## config.mk

```make
export PLATFORM = sky130hd
export DESIGN_NAME = cec_tx_retry_ctrl
export DESIGN_NICKNAME = d
export VERILOG_FILES = /design/src/rtl/cec_tx_pkg.sv /design/src/rtl/cec_tx_frame_buf.sv /design/src/rtl/cec_tx_sat_ctr.sv /design/src/rtl/cec_tx_seq.sv /design/src/rtl/cec_tx_retry_ctrl.sv
export SDC_FILE = /design/constraint.sdc
export NUM_CORES = 1
export LEC_CHECK = 0
export CORE_ASPECT_RATIO = 0.5
export CORE_UTILIZATION = 40
export CTS_CLUSTER_SIZE = 8
export DETAILED_ROUTE_END_ITERATION = 10
export GPL_TIMING_DRIVEN = 1
export HOLD_SLACK_MARGIN = 0.12
export SYNTH_ARGS = -nofsm -noshare
export SYNTH_HDL_FRONTEND = slang
export SYNTH_SLANG_ARGS = --single-unit
```

## constraint.sdc

```tcl
create_clock -name clk -period 5.6 [get_ports clk]
set_input_delay 0.56 -clock clk [delete_from_list [all_inputs] [get_ports clk]]
set_output_delay 0.56 -clock clk [all_outputs]
set_load 0.01 [all_outputs]
```

## src/rtl/cec_tx_pkg.sv

```systemverilog
// Shared types for the CEC transmit retry controller.
// Assumes: the attached line transmitter reports one 2-bit result per attempt.
package cec_tx_pkg;
    typedef enum logic [1:0] {
        RES_ACK     = 2'd0,
        RES_NACK    = 2'd1,
        RES_LOWDRV  = 2'd2,
        RES_ARBLOST = 2'd3
    } line_res_e;

    typedef enum logic [1:0] {
        SQ_IDLE   = 2'd0,
        SQ_LAUNCH = 2'd1,
        SQ_SEND   = 2'd2
    } sq_state_e;
endpackage

```

## src/rtl/cec_tx_frame_buf.sv

```systemverilog
// Frame storage and host-written configuration (length, retry limit).
// Assumes: DEPTH is a power of two; every write is blocked while busy is high.
module cec_tx_frame_buf #(
    parameter int DEPTH   = 16,
    parameter int LIMIT_W = 3,
    parameter int ADDR_W  = 5,
    localparam int IDX_W  = $clog2(DEPTH)
) (
    input  logic               clk,
    input  logic               rst_n,
    input  logic               we,
    input  logic [ADDR_W-1:0]  addr,
    input  logic [7:0]         wdata,
    input  logic               busy,
    input  logic [IDX_W-1:0]   rd_idx,
    output logic [7:0]         rd_byte,
    output logic [7:0]         frame_len,
    output logic [LIMIT_W-1:0] retry_lim
);
    localparam logic [ADDR_W-1:0] LEN_ADDR = ADDR_W'(DEPTH);
    localparam logic [ADDR_W-1:0] LIM_ADDR = ADDR_W'(DEPTH + 1);

    logic       wr_ok;
    logic [7:0] mem [DEPTH];

    assign wr_ok = we && !busy;

    for (genvar e = 0; e < DEPTH; e++) begin : g_entry
        // Hold one frame byte; loaded by an idle-time host write to its address.
        always_ff @(posedge clk) begin
            if (!rst_n)
                mem[e] <= '0;
            else if (wr_ok && addr == ADDR_W'(e))
                mem[e] <= wdata;
        end
    end

    // Hold the frame length and retry limit registers.
    always_ff @(posedge clk) begin
        if (!rst_n) begin
            frame_len <= '0;
            retry_lim <= '0;
        end else if (wr_ok) begin
            if (addr == LEN_ADDR) frame_len <= wdata;
            if (addr == LIM_ADDR) retry_lim <= wdata[4 +: LIMIT_W];
        end
    end

    assign rd_byte = mem[rd_idx];


    cfg_frozen_chk: assert property (@(posedge clk) disable iff (!rst_n)
        (busy && we) |=> ($stable(frame_len) && $stable(retry_lim)));
endmodule

```

## src/rtl/cec_tx_sat_ctr.sv

```systemverilog
// Saturating failure counter: clears on a new transmission, stops at all ones.
// Assumes: clr and inc are never meaningful in the same cycle; clr wins.
module cec_tx_sat_ctr #(
    parameter int W = 4
) (
    input  logic         clk,
    input  logic         rst_n,
    input  logic         clr,
    input  logic         inc,
    output logic [W-1:0] cnt
);
    // Count failures, holding at the maximum value.
    always_ff @(posedge clk) begin
        if (!rst_n)
            cnt <= '0;
        else if (clr)
            cnt <= '0;
        else if (inc && cnt != '1)
            cnt <= cnt + W'(1);
    end


    sat_hold_chk: assert property (@(posedge clk) disable iff (!rst_n)
        (!clr && cnt == '1) |=> (cnt == '1));
endmodule

```

## src/rtl/cec_tx_seq.sv

```systemverilog
// Attempt sequencer: launches line attempts, walks the frame bytes, decides
// between retry and termination, and raises one outcome strobe per transaction.
// Assumes: go is only asserted while idle; frame_len and retry_lim are frozen while busy.
module cec_tx_seq
    import cec_tx_pkg::*;
#(
    parameter int DEPTH   = 16,
    parameter int LIMIT_W = 3,
    localparam int IDX_W  = $clog2(DEPTH)
) (
    input  logic               clk,
    input  logic               rst_n,
    input  logic               go,
    input  logic [7:0]         frame_len,
    input  logic [LIMIT_W-1:0] retry_lim,
    input  logic               xmt_byte_ack,
    input  logic               xmt_done,
    input  line_res_e          xmt_result,
    output logic               busy,
    output logic               xmt_start,
    output logic [IDX_W-1:0]   rd_idx,
    output logic               xmt_last,
    output logic               fail_nack,
    output logic               fail_low,
    output logic               set_ready,
    output logic               set_arb,
    output logic               set_timeout
);
    sq_state_e          state;
    logic [LIMIT_W-1:0] retries_done;
    logic [LIMIT_W-1:0] eff_lim;
    logic               len_ok;
    logic               send_done;
    logic               fail;
    logic               exhausted;

    assign len_ok    = (frame_len != 8'd0) && (frame_len <= 8'(DEPTH));
    assign eff_lim   = (retry_lim == '0) ? LIMIT_W'(1) : retry_lim;
    assign send_done = (state == SQ_SEND) && xmt_done;
    assign fail_nack = send_done && (xmt_result == RES_NACK);
    assign fail_low  = send_done && (xmt_result == RES_LOWDRV);
    assign fail      = fail_nack || fail_low;
    assign exhausted = (retries_done >= eff_lim);

    assign set_ready   = send_done && (xmt_result == RES_ACK);
    assign set_arb     = send_done && (xmt_result == RES_ARBLOST);
    assign set_timeout = (go && !len_ok) || (fail && exhausted);

    assign busy      = (state != SQ_IDLE);
    assign xmt_start = (state == SQ_LAUNCH);
    assign xmt_last  = ((8'(rd_idx) + 8'd1) == frame_len);

    // Advance the transaction state.
    always_ff @(posedge clk) begin
        if (!rst_n) begin
            state <= SQ_IDLE;
        end else begin
            unique case (state)
                SQ_IDLE:   if (go && len_ok) state <= SQ_LAUNCH;
                SQ_LAUNCH: state <= SQ_SEND;
                SQ_SEND:   if (send_done) state <= (fail && !exhausted) ? SQ_LAUNCH : SQ_IDLE;
                default:   state <= SQ_IDLE;
            endcase
        end
    end

    // Count retries taken within the current transaction.
    always_ff @(posedge clk) begin
        if (!rst_n)
            retries_done <= '0;
        else if (go)
            retries_done <= '0;
        else if (fail && !exhausted)
            retries_done <= retries_done + LIMIT_W'(1);
    end

    // Track which frame byte is offered to the line transmitter.
    always_ff @(posedge clk) begin
        if (!rst_n)
            rd_idx <= '0;
        else if (state == SQ_LAUNCH)
            rd_idx <= '0;
        else if (state == SQ_SEND && !xmt_done && xmt_byte_ack && !xmt_last)
            rd_idx <= rd_idx + IDX_W'(1);
    end


    start_pulse_chk: assert property (@(posedge clk) disable iff (!rst_n)
        xmt_start |=> !xmt_start);


    idx_in_frame_chk: assert property (@(posedge clk) disable iff (!rst_n)
        (state == SQ_SEND) |-> (8'(rd_idx) < frame_len));


    arb_no_retry_chk: assert property (@(posedge clk) disable iff (!rst_n)
        (send_done && xmt_result == RES_ARBLOST) |=> !busy);


    retry_relaunch_chk: assert property (@(posedge clk) disable iff (!rst_n)
        (fail && !exhausted) |=> xmt_start);


    bad_len_idle_chk: assert property (@(posedge clk) disable iff (!rst_n)
        (go && !len_ok) |=> !busy);
endmodule

```

## src/rtl/cec_tx_retry_ctrl.sv

```systemverilog
// Top level of the CEC transmit retry controller: host write decode, sticky
// outcome flags, packed failure counters, frame buffer and attempt sequencer.
// Assumes: a single host writer; the line transmitter follows the start/ack/done protocol.
module cec_tx_retry_ctrl
    import cec_tx_pkg::*;
#(
    parameter int DEPTH   = 16,
    parameter int LIMIT_W = 3,
    parameter int CNT_W   = 4,
    localparam int ADDR_W = $clog2(DEPTH + 4)
) (
    input  logic                 clk,
    input  logic                 rst_n,
    input  logic                 host_we,
    input  logic [ADDR_W-1:0]    host_addr,
    input  logic [7:0]           host_wdata,
    output logic                 xmt_start,
    output logic [7:0]           xmt_byte,
    output logic                 xmt_last,
    input  logic                 xmt_byte_ack,
    input  logic                 xmt_done,
    input  logic [1:0]           xmt_result,
    output logic                 tx_enable,
    output logic                 irq_ready,
    output logic                 irq_arb_lost,
    output logic                 irq_retry_timeout,
    output logic [2*CNT_W-1:0]   err_counts
);
    localparam int IDX_W = $clog2(DEPTH);
    localparam logic [ADDR_W-1:0] EN_ADDR  = ADDR_W'(DEPTH + 2);
    localparam logic [ADDR_W-1:0] CLR_ADDR = ADDR_W'(DEPTH + 3);

    logic               busy;
    logic               go;
    logic [IDX_W-1:0]   rd_idx;
    logic [7:0]         frame_len;
    logic [LIMIT_W-1:0] retry_lim;
    logic               fail_nack;
    logic               fail_low;
    logic               set_ready;
    logic               set_arb;
    logic               set_timeout;
    logic [2:0]         clr_mask;
    logic [2:0]         flags;

    assign go        = host_we && (host_addr == EN_ADDR) && host_wdata[0] && !busy;
    assign clr_mask  = (host_we && host_addr == CLR_ADDR) ? host_wdata[2:0] : 3'b000;
    assign tx_enable = busy;

    cec_tx_frame_buf #(.DEPTH(DEPTH), .LIMIT_W(LIMIT_W), .ADDR_W(ADDR_W)) u_buf (
        .clk       (clk),
        .rst_n     (rst_n),
        .we        (host_we),
        .addr      (host_addr),
        .wdata     (host_wdata),
        .busy      (busy),
        .rd_idx    (rd_idx),
        .rd_byte   (xmt_byte),
        .frame_len (frame_len),
        .retry_lim (retry_lim)
    );

    cec_tx_seq #(.DEPTH(DEPTH), .LIMIT_W(LIMIT_W)) u_seq (
        .clk          (clk),
        .rst_n        (rst_n),
        .go           (go),
        .frame_len    (frame_len),
        .retry_lim    (retry_lim),
        .xmt_byte_ack (xmt_byte_ack),
        .xmt_done     (xmt_done),
        .xmt_result   (line_res_e'(xmt_result)),
        .busy         (busy),
        .xmt_start    (xmt_start),
        .rd_idx       (rd_idx),
        .xmt_last     (xmt_last),
        .fail_nack    (fail_nack),
        .fail_low     (fail_low),
        .set_ready    (set_ready),
        .set_arb      (set_arb),
        .set_timeout  (set_timeout)
    );

    for (genvar k = 0; k < 2; k++) begin : g_ctr
        cec_tx_sat_ctr #(.W(CNT_W)) u_ctr (
            .clk   (clk),
            .rst_n (rst_n),
            .clr   (go),
            .inc   ((k == 0) ? fail_nack : fail_low),
            .cnt   (err_counts[k*CNT_W +: CNT_W])
        );
    end

    // Keep sticky outcome flags; a set on the same edge overrides a clear.
    always_ff @(posedge clk) begin
        if (!rst_n)
            flags <= '0;
        else
            flags <= (flags & ~clr_mask) | {set_timeout, set_arb, set_ready};
    end

    assign irq_ready         = flags[0];
    assign irq_arb_lost      = flags[1];
    assign irq_retry_timeout = flags[2];


    ready_ends_chk: assert property (@(posedge clk) disable iff (!rst_n)
        $rose(irq_ready) |-> !tx_enable);


    one_outcome_chk: assert property (@(posedge clk) disable iff (!rst_n)
        $onehot0({set_ready, set_arb, set_timeout}));


    w1c_ready_chk: assert property (@(posedge clk) disable iff (!rst_n)
        (host_we && host_addr == CLR_ADDR && host_wdata[0] && !set_ready) |=> !irq_ready);
endmodule

```

==> run summary <==
- completed — outcome
- flop — critical path startpoint category
- 1.23 ns — worst-margin pin slew
- 0.660 — ratio of final minimum period to clock period
- 16.8% — area growth from synthesis to layout
- 0 — hold-fix buffers at CTS
- and2_1 (129), edfxtp_1 (128), mux4_2 (40), dfxtp_1 (35) — ranking of synthesized cells by instance count
- 0.00760 mm2 — Post-Syn Area
- dfxtp_2 — cell with the largest stage delay on the worst path
- 99.5 um — die height
- flop to flop — worst hold path class
- 197 um — width of the chip
- 0.598 — sequential element share of the synthesized area
- 0.00455 mm2 — footprint of the flip-flops and latches
- edfxtp_1 — most common flop cell mapped by yosys
- 1.07 ns — slowest cell delay on critical path
- mux4_2 — cell occurring most often along the worst timing path
- 3.13 ns — CP Data Arrival Time
- 1645 — Filler cells
- 0.207 — combined global-route utilization of all metal layers
- 39 — pin count of the biggest net entering global routing
- 3.69 ns — Tmin final
- 825 — total instance count after detailed placement
- 0 — sum of overflow across all layers after global routing
- 463 — DRC violation total after the first TritonRoute iteration
- 12900 um — DP Wirelength
- 32 — maximum fanout count along the critical path
- 0 ns — summed negative setup slack over all endpoints
- u_buf.mem[13][7]$_SDFFCE_PN0P_ — Critical R2R Capture
- 0 — antenna violations before repair
- 2.99 nW — leakage power total
- clkbuf_16 — buffer cell driving the clock tree root
- 0.00293 mm2 — area taken by multi-input logic gates
- 0.495 ns — final hold slack
- 0 — fraction of registers with async set or reset after synthesis
- 5.22 — Vias per Instance
- 540 — synthesized netlist cell count
- 4418 — via count of the first global-routing pass
- 0.271 GHz — Fmax
- 0 — Final Hold Violating Endpoints
- 0.174 — ratio of cells with drive above 1 in the final layout
- false — unrepaired setup endpoints after global routing
- 2.67 mW — Tot Pwr
- 163 — number of synthesized register bits
- 0.000201 V — worst IR drop on VDD
- 0.0113 ns — Post-Route Skew
- 5.04 ns — critical path required time
- 2.28 ns — post-place setup slack
- 2 — maximum buffer depth of the clock tree
- 42 — number of placed I/O pins
- 0.43 ns — Clock Latency Late Sink
- 0.172 — relative max-transition margin
- 19100 um — final wirelength
- 567 — Post-Synthesis Net Count
- 4 — Reg2Reg Depth
- output pin — kind of end point of the critical path
- 859 — final standard cell count with taps included and fillers excluded
- 0.0196 mm2 — overall die area
- 41 — count of input and output buffers
- 35 — row count
- u_buf.frame_len[0]$_SDFFE_PN0P_ — hold endpoint
- u_buf.frame_len[0]$_SDFFE_PN0P_ — worst hold path startpoint
- edfxtp_1 (51%), mux4_2 (12%), and2_1 (11%) — Area contributors post-synth
- 2 — cell depth of the worst min-delay path
- 2.82 ns — Reg2Reg Setup Slack
- 0 — count of final setup violators
- 17 — number of buffers created by CTS
- 0 — YS warnings
- 52 — number of distinct standard cells referenced by the synthesized netlist
- and2_1 — most frequent cell after synthesis
- mux4_2 > mux4_2 > clkdlybuf4s50_1 — ordered list of cells on the worst path
- 0 — post-cts sizing count
- 4485 — via count of the routed design
- 5 — number of detailed-route iterations in the first pass
- 0.00887 mm2 — Final Instance Area
- 0.816 — final estimated routing congestion in global placement
- 1.91 ns — crit path setup slack, layout
- done — CTS tree
- 0 — post-route ant nets
- 0 — number of pins with negative max-slew slack in the final report
- 0 — post-route DRC violation count
- 0 — Post-CTS Setup Inserts
- 0.480 — final core utilization
- 22.2 um — drt wl/cell
- 163 — number of clock sinks
- 0.411 — initial core utilization
- 300 mW/mm2 — total power density per cell area
- 0.506 — share of the synthesized area in the top cell type
- 0.07 ns — post-CTS clock slew at the launch and capture registers of the worst setup and hold paths
- 128 — EDFF count, synth
- flop to output pin — Crit Path Class
- edfxtp_1 — library cell with the largest summed area after synthesis
- 612 — layout net count
- 28500 um — first-pass GRT wire length
- 0 — Maximum Capacitance Violations
- 0.00830 mm2 — cell area after placement
- 4 — H-tree Lvls
- u_seq.state[0]$_SDFFE_PN0P_ — worst r2r src
- 14.1 um2 — Mean Syn Cell Area
- 0.0185 mm2 — area of the placeable core
## kinds of logic after synthesis
logic type / synth area share
adder cells (fa/ha/maj): 0.0115
flip-flops: 0.598
XOR/XNOR: 0.0127
buffers and inverters: 0.0161
AND/OR/NAND/NOR: 0.182
AO/OA/AOI/OAI: 0.0433
multiplexers: 0.136
## per-layer routing
layer,track usage,up-vias,wire [um]
met5,0,-,0
met1,0.310,2212,9150
li1,-,2080,-
met3,0.0407,15,1250
met2,0.307,178,8430
met4,0.0602,0,223
## cell type report
| class | count | share of cell area |
|---|---|---|
| flip-flops and latches | 163 | 0.512 |
| multi-input cells | 348 | 0.330 |
| well taps | 259 | 0.0365 |
| clock buffers | 18 | 0.0484 |
| diodes | 2 | 0.000564 |
| repair buffers | 50 | 0.0539 |
| clock inverters | 14 | 0.0162 |
| inverters | 5 | 0.00211 |
## where the power goes
part / internal (mW) / leakage [nW] / switching (mW)
registers: 1.36 / 1.50 / 0.0230
clock network: 0.628 / 0.280 / 0.529
logic: 0.0528 / 1.21 / 0.0786
total: 2.04 / 2.99 / 0.630
## registers in the layout, indices dropped and copies added (netlist names), named ones only
signal / count
u_seq.state: 2
u_seq.rd_idx: 4
u_seq.retries_done: 3
u_buf.frame_len: 8
g_ctr.u_ctr.cnt: 8
flags: 3
u_buf.retry_lim: 3
u_buf.mem: 128
## critical path: cells and delay by family (launching register included)
family | cells | cell delay [ns]
flops | 1 | 1.07
buf+inv | 1 | 0.49
mux | 2 | 1.12
## how the worst max path moves through the flow
stage / startpoint / to / depth (start not counted)
2_1_floorplan: flop / xmt_byte[0] / 4
3_3_place_gp: flop / xmt_byte[7] / 3
3_5_place_dp: flop / xmt_byte[7] / 3
4_1_cts: flop / xmt_byte[7] / 3
5_1_grt: flop / xmt_byte[2] / 3
6_report: flop / xmt_byte[0] / 3
## placed cells by master (no fill, tap or decap), drive strengths merged, types with 2 or more instances in the layout
| master | n |
|---|---|
| o21a | 2 |
| a211oi | 2 |
| nand4 | 3 |
| clkbuf | 18 |
| nor2 | 28 |
| nand3b | 6 |
| a21boi | 2 |
| or3 | 2 |
| nand2b | 7 |
| nor3b | 3 |
| edfxtp | 128 |
| buf | 9 |
| clkinv | 5 |
| inv | 12 |
| or2 | 2 |
| mux2i | 13 |
| nor4 | 3 |
| diode | 2 |
| a21o | 2 |
| a311oi | 2 |
| mux4 | 40 |
| clkdlybuf4s50 | 41 |
| nand2 | 16 |
| nand3 | 6 |
| a21oi | 10 |
| nor3 | 6 |
| xor2 | 4 |
| dfxtp | 35 |
| and2 | 129 |
| xnor2 | 7 |
| ha | 7 |
| o21ai | 19 |
| nor2b | 14 |
Note: power is estimated with default switching activity, not from simulation.
